## src/rtl/psu_pkg.sv

```systemverilog
package psu_pkg;
    typedef enum logic [1:0] {
        SZ_BYTE = 2'd0,
        SZ_HALF = 2'd1,
        SZ_WORD = 2'd2,
        SZ_DBL  = 2'd3
    } size_e;

    typedef enum logic [1:0] {
        FM_DISP   = 2'd0,
        FM_SCALED = 2'd1,
        FM_INDEX  = 2'd2,
        FM_INDEX2 = 2'd3
    } form_e;

    typedef enum logic [1:0] {
        ST_IDLE  = 2'd0,
        ST_ISSUE = 2'd1,
        ST_FAULT = 2'd2
    } state_e;
endpackage

```

## src/rtl/psu_ea_calc.sv

```systemverilog
module psu_ea_calc #(
    parameter int XLEN   = 64,
    parameter int DISP_W = 16,
    parameter int DS_W   = 14
) (
    input  psu_pkg::form_e    form,
    input  logic [XLEN-1:0]   base,
    input  logic [XLEN-1:0]   index,
    input  logic [DISP_W-1:0] imm,
    output logic [XLEN-1:0]   ea
);
    localparam int DS_PAD = XLEN - DS_W - 2;

    logic [XLEN-1:0] disp_ext;
    logic [XLEN-1:0] scaled_ext;
    logic [XLEN-1:0] addend;

    assign disp_ext   = {{(XLEN-DISP_W){imm[DISP_W-1]}}, imm};
    assign scaled_ext = {{DS_PAD{imm[DS_W-1]}}, imm[DS_W-1:0], 2'b00};

    always_comb begin
        unique case (form)
            psu_pkg::FM_DISP:   addend = disp_ext;
            psu_pkg::FM_SCALED: addend = scaled_ext;
            default:            addend = index;
        endcase
    end

    // modulo 2^XLEN, carry dropped
    assign ea = base + addend;
endmodule

```

## src/rtl/psu_lane_steer.sv

```systemverilog
module psu_lane_steer #(
    parameter int XLEN = 64
) (
    input  psu_pkg::size_e      size,
    input  logic [$clog2(XLEN/8)-1:0] off,
    input  logic [XLEN-1:0]     src,
    output logic [XLEN-1:0]     data,
    output logic [XLEN/8-1:0]   strb,
    output logic                aligned
);
    localparam int NBYTES = XLEN / 8;
    localparam int OFF_W  = $clog2(NBYTES);

    logic [OFF_W:0]      nbytes;
    logic [NBYTES-1:0]   lane_en;

    assign nbytes  = (OFF_W+1)'(1) << size;
    assign aligned = ((off & OFF_W'(nbytes - 1'b1)) == '0);

    genvar i;
    generate
        for (i = 0; i < NBYTES; i++) begin : g_lane
            logic [OFF_W-1:0] src_idx;
            assign lane_en[i] = (OFF_W+1)'(i) < nbytes;
            assign strb[i]    = (OFF_W'(i) >= off) && lane_en[OFF_W'(i) - off];
            assign src_idx    = OFF_W'(i) - off;
            assign data[8*i +: 8] = strb[i] ? src[8*src_idx +: 8] : 8'h00;
        end
    endgenerate
endmodule

```

## src/rtl/psu_store_unit.sv

```systemverilog
module psu_store_unit #(
    parameter int XLEN   = 64,
    parameter int DISP_W = 16,
    parameter int DS_W   = 14
) (
    input  logic              clk,
    input  logic              rst_n,
    input  logic              op_valid,
    output logic              op_ready,
    input  logic [1:0]        op_size,
    input  logic [1:0]        op_form,
    input  logic [XLEN-1:0]   base_val,
    input  logic [XLEN-1:0]   index_val,
    input  logic [XLEN-1:0]   src_val,
    input  logic [DISP_W-1:0] imm,
    output logic              mem_valid,
    input  logic              mem_ready,
    output logic [XLEN-1:0]   mem_addr,
    output logic [XLEN-1:0]   mem_data,
    output logic [XLEN/8-1:0] mem_strb,
    output logic              wb_valid,
    output logic [XLEN-1:0]   wb_data,
    output logic              fault
);
    import psu_pkg::*;

    localparam int NBYTES = XLEN / 8;
    localparam int OFF_W  = $clog2(NBYTES);

    state_e state_q, state_d;

    logic [XLEN-1:0]   ea_w;
    logic [XLEN-1:0]   data_w;
    logic [NBYTES-1:0] strb_w;
    logic              aligned_w;
    logic              accept;

    logic [XLEN-1:0]   addr_q, ea_q, data_q;
    logic [NBYTES-1:0] strb_q;

    psu_ea_calc #(.XLEN(XLEN), .DISP_W(DISP_W), .DS_W(DS_W)) u_ea (
        .form  (form_e'(op_form)),
        .base  (base_val),
        .index (index_val),
        .imm   (imm),
        .ea    (ea_w)
    );

    psu_lane_steer #(.XLEN(XLEN)) u_steer (
        .size    (size_e'(op_size)),
        .off     (base_val[OFF_W-1:0]),
        .src     (src_val),
        .data    (data_w),
        .strb    (strb_w),
        .aligned (aligned_w)
    );

    assign accept = op_valid && (state_q == ST_IDLE);

    // next-state logic: T_ACCEPT, T_REJECT, T_DONE, T_RECOVER
    always_comb begin
        state_d = state_q;
        unique case (state_q)
            ST_IDLE: begin
                if (op_valid) state_d = aligned_w ? ST_ISSUE : ST_FAULT;
            end
            ST_ISSUE: begin
                if (mem_ready) state_d = ST_IDLE;
            end
            ST_FAULT: state_d = ST_IDLE;
            default:  state_d = ST_IDLE;
        endcase
    end

    always_ff @(posedge clk) begin
        if (!rst_n) begin
            state_q <= ST_IDLE;
            addr_q  <= '0;
            ea_q    <= '0;
            data_q  <= '0;
            strb_q  <= '0;
        end else begin
            state_q <= state_d;
            if (accept && aligned_w) begin
                addr_q <= base_val;
                ea_q   <= ea_w;
                data_q <= data_w;
                strb_q <= strb_w;
            end
        end
    end

    // outputs
    always_comb begin
        op_ready  = 1'b0;
        mem_valid = 1'b0;
        wb_valid  = 1'b0;
        fault     = 1'b0;
        unique case (state_q)
            ST_IDLE:  op_ready = 1'b1;
            ST_ISSUE: begin
                mem_valid = 1'b1;
                wb_valid  = mem_ready;
            end
            ST_FAULT: fault = 1'b1;
            default:  op_ready = 1'b0;
        endcase
        mem_addr = addr_q;
        mem_data = data_q;
        mem_strb = strb_q;
        wb_data  = ea_q;
    end
endmodule


```

## config.mk

```make
export PLATFORM = sky130hd
export DESIGN_NAME = psu_store_unit
export DESIGN_NICKNAME = d
export VERILOG_FILES = /design/src/rtl/psu_pkg.sv /design/src/rtl/psu_ea_calc.sv /design/src/rtl/psu_lane_steer.sv /design/src/rtl/psu_store_unit.sv
export SDC_FILE = /design/constraint.sdc
export NUM_CORES = 1
export LEC_CHECK = 0
export ABC_AREA = 1
export BUFFER_PORTS_ARGS = -buffer_cell sky130_fd_sc_hd__buf_4
export CAP_MARGIN = 20
export CORE_MARGIN = 2
export CORE_UTILIZATION = 39
export CTS_CLUSTER_SIZE = 40
export DETAILED_ROUTE_END_ITERATION = 10
export SLEW_MARGIN = 5
export SYNTH_ARGS = -nofsm -noshare
export SYNTH_HDL_FRONTEND = slang
export SYNTH_SLANG_ARGS = --single-unit
export TNS_END_PERCENT = 10
```

## constraint.sdc

```tcl
create_clock -name clk -period 2.75 [get_ports clk]
set_input_delay 0.55 -clock clk [delete_from_list [all_inputs] [get_ports clk]]
set_output_delay 0.55 -clock clk [all_outputs]
set_load 0.005 [all_outputs]
```

==> results.toml <==
[worst_hold_path]
holdCritPathClass = "primary input to register"
worstHoldEndpoint = "mem_addr[18]"
hold_path.startpoint = "base_val[18]"
min_delay_path_depth = 3

[power]
pwr-share-seq_pct = 28.7
clockPowerShare_pct = 31.8
pwr-share-comb_pct = 39.5
switching_power_uw = 4130
internal_power_uw = 7040
totalPowerFinal_uw = 11200
p_leak_uw = 0.0124
max-vdd-ir-drop_uv = 456
power_per_cell_area_nw_per_um2 = 487
netSwitchingFraction_pct = 37.0

[clock_network]
cts_buffer_depth = 3
clock_tree_from_tritoncts = "yes"
cts-htree-levels = 1
ctsRootBufferMaster = "clkbuf_16"
clock_insertion_delay_worst_skew_ps = 580
cts-buffers-inserted = 25
clock_sink_count = 202
path_clk_slew_ps = 70

[timing]
final-hold-violation-count = 0
post-route-period-util_pct = 97.6
slew-limit-headroom_pct = 48.7
fin_skew_ps = 28.4
holdWs_ps = 249
tightest_slew_ps = 770
rsz_0062_raised_after_global_routing = "true"
total_count_of_max_transition_violations_in_the_final_report = 0
setup-violations-final = 0
max_clock_freq_ghz = 0.373
min_period_ps = 2680

[place]
placement.io_buffers = 419
final_weighted_congestion_in_routability_driven_placement = 0.968
place_hpwl_mm = 57.9

[finish]
layout-area-overhead-vs-synth_pct = 44.5
fillers = 4067
layout_common_cells = "1026 x nand2_1, 675 x buf_4, 450 x inv_1"
register_area_um2 = 4040
multi_input_comb_area_um2 = 10200
nNetsFinal = 3729
layout.cells.most_common = "nand2_1"
post_route_cells_drive_above_1_share_pct = 25.6

[route]
routed_wl_mm = 71.5
remaining_drc_errors = 0
detail_route.first_pass.iterations = 6
final_antenna_net_count = 0
detail_route.vias_per_cell = 4.94
drt_iter0_drc = 1671
routed_wire_length_per_instance_um = 17.9
routed-via-count = 19684

[critical_path]
worstSetupEndpointType = "register"
crit_path_max_fo = 12
critical_path.reg2reg.startpoint = "state_q[1]"
critical_path.startpoint_type = "primary input"
reg2reg_depth = 7
ff2ff_setup_slack_ps = 600
worstPathRequired_ps = 3230
crit_arrival_ps = 3160
worst_reg2reg_endpoint = "mem_data[41]"
crit_type = "primary input to register"

[floorplan]
design.die.area_um2 = 42300
core_area_um2 = 39900
die_width_um = 206
floorplan.rows = 73
initial_utilization_pct = 39.8
ios = 420
chipHeight_um = 206

[logic_synthesis]
compound_gate_fraction_of_synth_area_pct = 15.9
synth_simple_gate_area_share_pct = 36.7
synth_xor_xnor_area_share_pct = 1.81
synthesis.nets = 3120
yosysWarnings = 0
unique_cell_type_count_in_the_yosys_netlist = 38
syn_inst = 2831
combinational_family_with_the_most_area_after_synthesis = "simple AND/OR/NAND/NOR gates"
ys_seq_elements = 202
synth-adder-area-share_pct = 5.80
sequential_cell_area_fraction_in_the_yosys_report_pct = 25.5
syn-mean-instance-area_um2 = 5.61
syn_area_um2 = 15900
post_synth_mux_area_share_pct = 0

[global_route]
vias_in_the_first_global_route = 18478
grt_first_pass_wirelength_mm = 105
overflow = 0
grt_usage_pct = 32.3
antenna_found_initial = 1
grt_start_max_net_pins = 78

[run_status]
status = "finished, final reports clean"

[run]
drv_cap = 0
## flip-flops by register name, indices dropped and copies added, names as in the netlist
| name | flops |
|---|---|
| mem_addr | 64 |
| mem_strb | 8 |
| mem_data | 64 |
| state_q | 2 |
| wb_data | 64 |
## critical path, stage by stage
cell and delay [ps]:
buf_4 120, nor2_4 110, inv_2 50, o21a_4 230, inv_8 110, buf_12 160, buf_4 150, nor2_1 50
ha_1 370, nand2_2 130, nor2_4 120, nand2_1 80, buf_4 150, nor4_4 360, nand2_1 110, nand3_1 100
nand3_1 70, nand2_1 70, inv_1 30
## metal layers
metal	global-route usage [%]	up-vias	share of wire, %	wire (µm)
li1	-	9961	-	-
met1	43.5	8896	45	31900
met2	53.1	717	45	32000
met3	4.81	110	7.5	5390
met4	9.87	0	3.1	2190
met5	0	-	0	0
## how the worst max path moves through the flow
stage                            from     endpoint  slack [ps]  cells past startpoint
final                      op_form[0]  wb_data[63]          70                     19
after global routing       op_form[1]  wb_data[54]         -90                     21
after CTS                  op_form[0]  wb_data[60]          20                     22
after detailed placement   op_form[0]  wb_data[63]        -830                     19
after global placement     op_form[1]  wb_data[31]        -880                     18
after floorplan           base_val[1]  mem_data[0]         -70                     11
## power groups by stage
stage | Combinational (µW) | Clock [µW] | Sequential [µW]
final | 4410 | 3550 | 3200
after global routing | 4840 | 3700 | 3210
after CTS | 4180 | 3610 | 3200
after detailed placement | 4130 | 0 | 3260
after global placement | 4120 | 0 | 3260
after floorplan | 2110 | 0 | 3250
## cells by family (layout without fill, tap and decap cells)
group | count (synthesis) | after routing
compound gates | 458 | 458
other cells | 0 | 1
simple gates | 1492 | 1492
fa+ha+maj | 73 | 73
xor+xnor | 32 | 32
flops | 202 | 202
buf+inv | 574 | 1202
## Yosys cell counts (all sizes together)
| cell | n | share of area, % |
|---|---|---|
| a211oi | 4 | 0.43 |
| a21boi | 2 | 0.095 |
| a21oi | 192 | 6.1 |
| a221oi | 1 | 0.055 |
| a31oi | 2 | 0.079 |
| and2 | 1 | 0.039 |
| buf | 53 | 1.9 |
| clkbuf | 58 | 1.4 |
| clkinv | 1 | 0.024 |
| dfxtp | 202 | 25 |
| fa | 1 | 0.13 |
| ha | 72 | 5.7 |
| inv | 462 | 11 |
| nand2 | 1059 | 25 |
| nand3 | 125 | 4.0 |
| nand4 | 9 | 0.35 |
| nor2 | 266 | 6.3 |
| nor3 | 28 | 0.88 |
| nor4 | 2 | 0.079 |
| o211ai | 8 | 0.38 |
| o21a | 31 | 1.5 |
| o21ai | 182 | 5.8 |
| o21bai | 22 | 1.0 |
| o22ai | 14 | 0.55 |
| or2 | 2 | 0.079 |
| xnor2 | 10 | 0.60 |
| xor2 | 22 | 1.2 |
## cell type report
type                       count  share of cell area (%)
timing repair inverter         1                  0.0273
tap                          525                    2.86
sequential                   202                    17.6
clock buffer                  32                    3.02
antenna                        1                  0.0109
clock inverter                14                   0.796
inverter                     463                    7.66
timing repair buffer         692                    23.7
multi-input combinational   2055                    44.3
## through the flow
step / instance area, µm² / util (%) / setup WS, ps / TNS, ps / std cells
floorplan: 16000 / - / -67.8 / -547 / 2831
global placement: 21400 / 53.6 / -879 / -25680 / 3927
detailed placement: 21400 / 53.6 / -827 / -26510 / 3927
CTS: 22300 / 56.0 / 16.9 / 0 / 3973
global route: 22900 / 57.5 / -87.9 / -779 / 3985
finish: 22900 / 57.5 / 66.5 / 0 / 3985
## repair_timing
item	in CTS	in global routing
pin swaps	0	12
endpoints found under the setup margin	10	46
resized for setup	12	112
setup buffers	0	6
hold buffers	0	0
gates cloned	0	5
Power figures use the tool's default switching activity.
